===== config.mk =====
export PLATFORM = sky130hd
export DESIGN_NAME = rx_lane_reset_seq
export DESIGN_NICKNAME = d
export VERILOG_FILES = /design/src/rtl/rx_rst_pkg.sv /design/src/rtl/rx_rst_sync.sv /design/src/rtl/rx_rst_ctrl.sv /design/src/rtl/rx_lane_reset_seq.sv
export SDC_FILE = /design/constraint.sdc
export NUM_CORES = 1
export LEC_CHECK = 0
export BUFFER_PORTS_ARGS = -buffer_cell sky130_fd_sc_hd__buf_4
export CAP_MARGIN = 20
export CORE_MARGIN = 5
export CORE_UTILIZATION = 60
export DETAILED_ROUTE_END_ITERATION = 6
export PLACE_DENSITY = 0.78
export SYNTH_ARGS = -nofsm -noshare
export SYNTH_HDL_FRONTEND = slang
export SYNTH_SLANG_ARGS = --single-unit

===== constraint.sdc =====
create_clock -name clk -period 2.2 [get_ports clk]
set_clock_uncertainty 0.05 [all_clocks]
set_input_delay 0.11 -clock clk [delete_from_list [all_inputs] [get_ports clk]]
set_output_delay 0.11 -clock clk [all_outputs]
set_load 0.01 [all_outputs]

===== src/rtl/rx_rst_pkg.sv =====
package rx_rst_pkg;

  typedef enum logic [1:0] {
    LOCK_AUTO    = 2'd0,
    LOCK_MANUAL  = 2'd1,
    LOCK_RUNTIME = 2'd2
  } lock_mode_e;

  typedef enum logic [1:0] {
    PH_ANALOG = 2'd0,
    PH_WAIT   = 2'd1,
    PH_HOLD   = 2'd2,
    PH_RUN    = 2'd3
  } phase_e;

  // ceiling of ns / period, never less than one cycle
  function automatic int unsigned ns_to_cycles(input int unsigned ns, input int unsigned period);
    int unsigned c;
    c = (ns + period - 1) / period;
    if (c < 1) c = 1;
    return c;
  endfunction

  function automatic int unsigned max_u(input int unsigned a, input int unsigned b);
    return (a > b) ? a : b;
  endfunction

endpackage


===== src/rtl/rx_rst_sync.sv =====
module rx_rst_sync #(
  parameter int unsigned W    = 1,
  parameter bit          INIT = 1'b0
) (
  input  logic         clk,
  input  logic         rst_n,
  input  logic [W-1:0] d,
  output logic [W-1:0] q
);
  logic [W-1:0] stage1;

  always_ff @(posedge clk or negedge rst_n) begin
    if (!rst_n) begin
      stage1 <= {W{INIT}};
      q      <= {W{INIT}};
    end else begin
      stage1 <= d;
      q      <= stage1;
    end
  end
endmodule


===== src/rtl/rx_rst_ctrl.sv =====
module rx_rst_ctrl
  import rx_rst_pkg::*;
#(
  parameter int unsigned A_CYC = 5,
  parameter int unsigned D_CYC = 500,
  localparam int unsigned CW   = $clog2(max_u(A_CYC, D_CYC) + 1)
) (
  input  logic clk,
  input  logic rst_n,
  input  logic req,
  input  logic lock,
  input  logic manual,
  output logic ana_rst,
  output logic dig_rst
);
  localparam logic [CW-1:0] A_LAST = CW'(A_CYC - 1);
  localparam logic [CW-1:0] D_LAST = CW'(D_CYC - 1);

  phase_e        ph, ph_n;
  logic [CW-1:0] cnt, cnt_n;

  always_comb begin
    ph_n  = ph;
    cnt_n = cnt;
    if (req) begin
      ph_n  = PH_ANALOG;
      cnt_n = '0;
    end else begin
      unique case (ph)
        PH_ANALOG: begin
          if (cnt == A_LAST) begin
            ph_n  = PH_WAIT;
            cnt_n = '0;
          end else begin
            cnt_n = cnt + 1'b1;
          end
        end
        PH_WAIT: begin
          if (lock) begin
            ph_n  = PH_HOLD;
            cnt_n = '0;
          end
        end
        PH_HOLD: begin
          if (!lock)                ph_n  = PH_WAIT;
          else if (cnt == D_LAST)   ph_n  = PH_RUN;
          else                      cnt_n = cnt + 1'b1;
        end
        PH_RUN: begin
          if (!lock && !manual) ph_n = PH_WAIT;
        end
        default: ph_n = PH_ANALOG;
      endcase
    end
  end

  always_ff @(posedge clk or negedge rst_n) begin
    if (!rst_n) begin
      ph      <= PH_ANALOG;
      cnt     <= '0;
      ana_rst <= 1'b1;
      dig_rst <= 1'b1;
    end else begin
      ph      <= ph_n;
      cnt     <= cnt_n;
      ana_rst <= (ph_n == PH_ANALOG);
      dig_rst <= (ph_n != PH_RUN);
    end
  end
endmodule


===== src/rtl/rx_lane_reset_seq.sv =====
module rx_lane_reset_seq
  import rx_rst_pkg::*;
#(
  parameter int unsigned LANES      = 2,
  parameter bit          PER_LANE   = 1'b1,
  parameter bit          ENABLE     = 1'b1,
  parameter lock_mode_e  LOCK_MODE  = LOCK_AUTO,
  parameter int unsigned CLK_NS     = 8,
  parameter int unsigned ANALOG_NS  = 40,
  parameter int unsigned DIGITAL_NS = 4000,
  localparam int unsigned UNITS     = PER_LANE ? LANES : 1
) (
  input  logic             clk,
  input  logic             rst_n,
  input  logic [UNITS-1:0] reset_req,
  input  logic [LANES-1:0] lock_in,
  input  logic             manual_sel,
  output logic [UNITS-1:0] analog_rst,
  output logic [UNITS-1:0] digital_rst
);
  localparam int unsigned A_CYC = ns_to_cycles(ANALOG_NS, CLK_NS);
  localparam int unsigned D_CYC = ns_to_cycles(DIGITAL_NS, CLK_NS);

  // named internal events, observed by the bound checker
  logic [UNITS-1:0] req_s;
  logic [LANES-1:0] lane_lock_s;
  logic [UNITS-1:0] unit_lock;
  logic [UNITS-1:0] unit_manual;
  logic             man_s;

  if (ENABLE) begin : g_on
    rx_rst_sync #(.W(UNITS), .INIT(1'b1)) u_req_sync (
      .clk(clk), .rst_n(rst_n), .d(reset_req), .q(req_s));
    rx_rst_sync #(.W(LANES), .INIT(1'b0)) u_lock_sync (
      .clk(clk), .rst_n(rst_n), .d(lock_in), .q(lane_lock_s));
    rx_rst_sync #(.W(1), .INIT(1'b0)) u_man_sync (
      .clk(clk), .rst_n(rst_n), .d(manual_sel), .q(man_s));

    if (PER_LANE) begin : g_lane_lock
      assign unit_lock = lane_lock_s;
    end else begin : g_and_lock
      assign unit_lock = &lane_lock_s;
    end

    logic manual_eff;
    assign manual_eff = (LOCK_MODE == LOCK_MANUAL) ||
                        ((LOCK_MODE == LOCK_RUNTIME) && man_s);
    assign unit_manual = {UNITS{manual_eff}};

    for (genvar u = 0; u < UNITS; u++) begin : g_unit
      rx_rst_ctrl #(.A_CYC(A_CYC), .D_CYC(D_CYC)) u_ctrl (
        .clk    (clk),
        .rst_n  (rst_n),
        .req    (req_s[u]),
        .lock   (unit_lock[u]),
        .manual (unit_manual[u]),
        .ana_rst(analog_rst[u]),
        .dig_rst(digital_rst[u])
      );
    end
  end else begin : g_off
    logic unused_inputs;
    assign unused_inputs = ^{reset_req, lock_in, manual_sel, clk, rst_n};
    assign req_s        = '0;
    assign lane_lock_s  = '0;
    assign unit_lock    = '0;
    assign unit_manual  = '0;
    assign man_s        = 1'b0;
    assign analog_rst   = '0;
    assign digital_rst  = '0;
  end
endmodule


==> flow_summary_export.csv <==
group,metric,value,unit
floorplanning,core,0.00331,sq mm
final_layout,area_growth,12.2,%
grt,gr-total-overflow,0,
timing,layout_setup_ws,0.0855,ns
timing,maxSlewHeadroom,66.3,%
grt,grt_pass1_vias,1483,
setup_path,cp.buffers_inverters,2,
yosys,ys_async_sr_fraction,100,%
setup_path,r2r_start,"g_on.g_unit[0].u_ctrl.ph[1]",
grt,grt_max_degree,35,
grt,track_usage,18.8,%
final_layout,drive_above_1_share,21.9,%
setup_path,critPathCaptureType,"flip-flop",
detailed_routing,drc_errors,0,
detailed_routing,top_layer,"met4",
clocking,clock_latency,0.35,ns
setup_path,path_depth,7,
floorplanning,rows,21,
placed_design,placed_cell_area,0.00214,sq mm
setup_path,arrival,2.31,ns
timing,fin_setup_tns,0,ns
clocking,cts_tree,"built",
timing,maxSlewViolCount,0,
timing,fin_crit,2.11,ns
detailed_routing,dr_wl_met3,146,microns
clocking,clock_sinks,34,
detailed_routing,drt-total-wl,3890,microns
detailed_routing,ant_nets,0,
timing,clock.fmax,473,MHz
grt,grt_pass1_wl,6480,microns
floorplanning,die-area,0.00465,sq mm
flow_run,cap_violations,0,
yosys,yosys-top-cells-count,"dfrtp_1 (26), inv_1 (15), nor2_1 (15)",
setup_path,crit_required,2.40,ns
clocking,htree_levels,2,
yosys,syn_area,0.00203,sq mm
detailed_routing,routed_via_density,5.97,
yosys,synthTopCellsByArea,"dfrtp_1 (32%), dfstp_2 (10%), ha_1 (7.4%)",
clocking,cts_root_buf,"clkbuf_4",
yosys,synth_flop_cell,"dfrtp_1",
setup_path,setup.worst_path.class,"flip-flop to flip-flop",
clocking,clockBufferDepth,2,
timing,rsz0062_at_grt,"false",
placed_design,port_buffers,9,
placed_design,place_ws,0.124,ns
final_layout,fin_area,0.00228,sq mm
setup_path,ff2ff_path_depth,7,
clocking,cts_buffers,5,
yosys,post-synth-top-count-cell,"dfrtp_1",
floorplanning,io_pins,11,
yosys,synth_warnings,0,
detailed_routing,vias,1582,
timing,fin_crit_sh,96.1,%
detailed_routing,met2_length,1890,microns
floorplanning,start_util,61.4,%
yosys,avgSynthCellArea,10.2,sq um
setup_path,ff2ff_setup_slack,0.09,ns
timing,worstMarginPinSlew,0.505,ns
detailed_routing,drt-met1-wl,1790,microns
placed_design,hpwl,2820,microns
setup_path,r2r-end,"g_on.g_unit[0].u_ctrl.cnt[3]",
detailed_routing,initialDrtViolationCount,93,
final_layout,num_antenna_cells,0,
grt,antenna_found_initial,0,
final_layout,num-fill-cells,264,
yosys,syn_nets,218,
yosys,ys_ff_latch,34,
setup_path,cp_top_family,"compound AO/OA/AOI/OAI gates",
setup_path,crit_path_max_incr_delay,0.39,ns
floorplanning,die-width,68.2,microns
clocking,clk_pin_slew_worst_paths,0.11,ns
placed_design,gp_congestion,0.873,
final_layout,nets,237,
yosys,synth.distinct_cells,47,
status,status,"complete, no violations",
yosys,yosys.area.top_type,"dfrtp_1",
power,leakage,1.08,nW
timing,hold_viol,0,
setup_path,cp_max_fo,9,
floorplanning,die_height,68.2,microns
setup_path,cp-start-kind,"flip-flop",
setup_path,crit_slowest_cell,"dfrtp_1",
hold_path,hp-class,"primary input to async pin",
setup_path,crit_chain,"inv_1 > ha_1 > or2_2 > a21oi_1 > nor3_2 > buf_4 > a221o_1",
yosys,post-synth-top-area-fraction,32.0,%
detailed_routing,first_pass_iters,4,
yosys,synth_cells,199,
power,ir_drop,0.463,mV
power,power.density,832,mW/mm^2
detailed_routing,wl_per_cell,14.7,microns
yosys,seq_area_frac_synth,42.3,%
timing,setup_viol,0,
yosys,synth-edff-count,0,
==> area by class of cell <==
class	count	area, sq um	area share (%)
timing repair buffer	20	163	7.13
tap	46	57.6	2.52
clock inverter	3	45.0	1.97
inverter	15	56.3	2.47
clock buffer	5	37.5	1.64
multi-input combinational	142	1060	46.5
sequential	34	861	37.7
==> cells in the final DEF (no fill, tap or decap), types with 4 or more instances in the layout <==
| cell | n |
|---|---|
| nor4_1 | 4 |
| nor4b_2 | 4 |
| dlygate4sd3_1 | 5 |
| o21ai_0 | 4 |
| nand3_1 | 9 |
| buf_4 | 15 |
| a221o_1 | 5 |
| dfstp_2 | 8 |
| a211o_1 | 7 |
| nand2_1 | 10 |
| nor2b_1 | 4 |
| and3_1 | 7 |
| a21oi_1 | 9 |
| dfrtp_1 | 26 |
| nor2_1 | 15 |
| a22o_1 | 8 |
| or2_2 | 6 |
| inv_1 | 15 |
| ha_1 | 12 |
| clkbuf_4 | 5 |
==> how the worst max path moves through the flow <==
stage	end	from
after detailed placement	g_on.g_unit[0].u_ctrl.cnt[3]	g_on.g_unit[0].u_ctrl.ph[1]
after global placement	g_on.g_unit[0].u_ctrl.cnt[8]	g_on.g_unit[0].u_ctrl.ph[1]
after CTS	g_on.g_unit[0].u_ctrl.cnt[3]	g_on.g_unit[0].u_ctrl.ph[1]
after floorplan	g_on.g_unit[1].u_ctrl.cnt[0]	g_on.g_unit[1].u_ctrl.cnt[1]
final	g_on.g_unit[0].u_ctrl.cnt[3]	g_on.g_unit[0].u_ctrl.ph[1]
after global routing	g_on.g_unit[0].u_ctrl.cnt[3]	g_on.g_unit[0].u_ctrl.ph[1]
==> worst register-to-register path, delay by kind of cell (launching register included) <==
family	cells	cell delay, ns
flip-flops	1	0.39
adder cells (fa/ha/maj)	1	0.25
AND/OR/NAND/NOR	2	0.38
AO/OA/AOI/OAI	2	0.66
buffers and inverters	2	0.28
==> registers in the layout, indices dropped and copies added (netlist names) <==
register	flops
g_on.g_unit.u_ctrl.ph	4
g_on.g_unit.u_ctrl.ana_rst	2
g_on.g_unit.u_ctrl.cnt	18
g_on.u_lock_sync.q	2
g_on.u_lock_sync.stage1	2
g_on.u_req_sync.q	2
g_on.g_unit.u_ctrl.dig_rst	2
g_on.u_req_sync.stage1	2
==> power breakdown <==
group / internal [mW] / switching [mW] / total (mW) / leakage [nW]
clock: 0.238 / 0.229 / 0.467 / 0.0374
sequential: 0.700 / 0.0627 / 0.762 / 0.433
combinational: 0.313 / 0.357 / 0.669 / 0.606
total: 1.25 / 0.649 / 1.90 / 1.08
==> cells by family (layout without fill, tap and decap cells) <==
family,after synthesis,after routing,share of synthesized area [%]
AO/OA/AOI/OAI,50,50,20.2
adder cells (fa/ha/maj),12,12,7.38
buffers and inverters,23,43,5.72
flip-flops,34,34,42.3
multiplexers,2,2,1.29
AND/OR/NAND/NOR,78,78,23.0
==> stage by stage <==
| step | std cells | hold slack (ns) | utilization (%) | total power, mW |
|---|---|---|---|---|
| after floorplan | 199 | -0.236 | - | 1.29 |
| after global placement | 252 | 0.0238 | 64.7 | 1.40 |
| after detailed placement | 252 | 0.0285 | 64.7 | 1.43 |
| after CTS | 265 | 0.180 | 68.7 | 1.91 |
| after global routing | 265 | 0.209 | 68.9 | 2.02 |
| final | 265 | 0.173 | 68.9 | 1.90 |
==> routing by layer <==
layer / vias to the layer above / GRT usage, %
met1: 773 / 22.6
met2: 32 / 30.6
met5: - / 0
met4: 0 / 9.93
met3: 7 / 5.09
li1: 770 / -
==> repair_timing <==
action,4_1_cts,5_1_grt
buffers inserted,0,0
hold buffers,5,0
resized for setup,0,1
endpoints found under the setup margin,0,8
endpoints found under the hold margin,38,0
(Power assumes the default switching activity.)
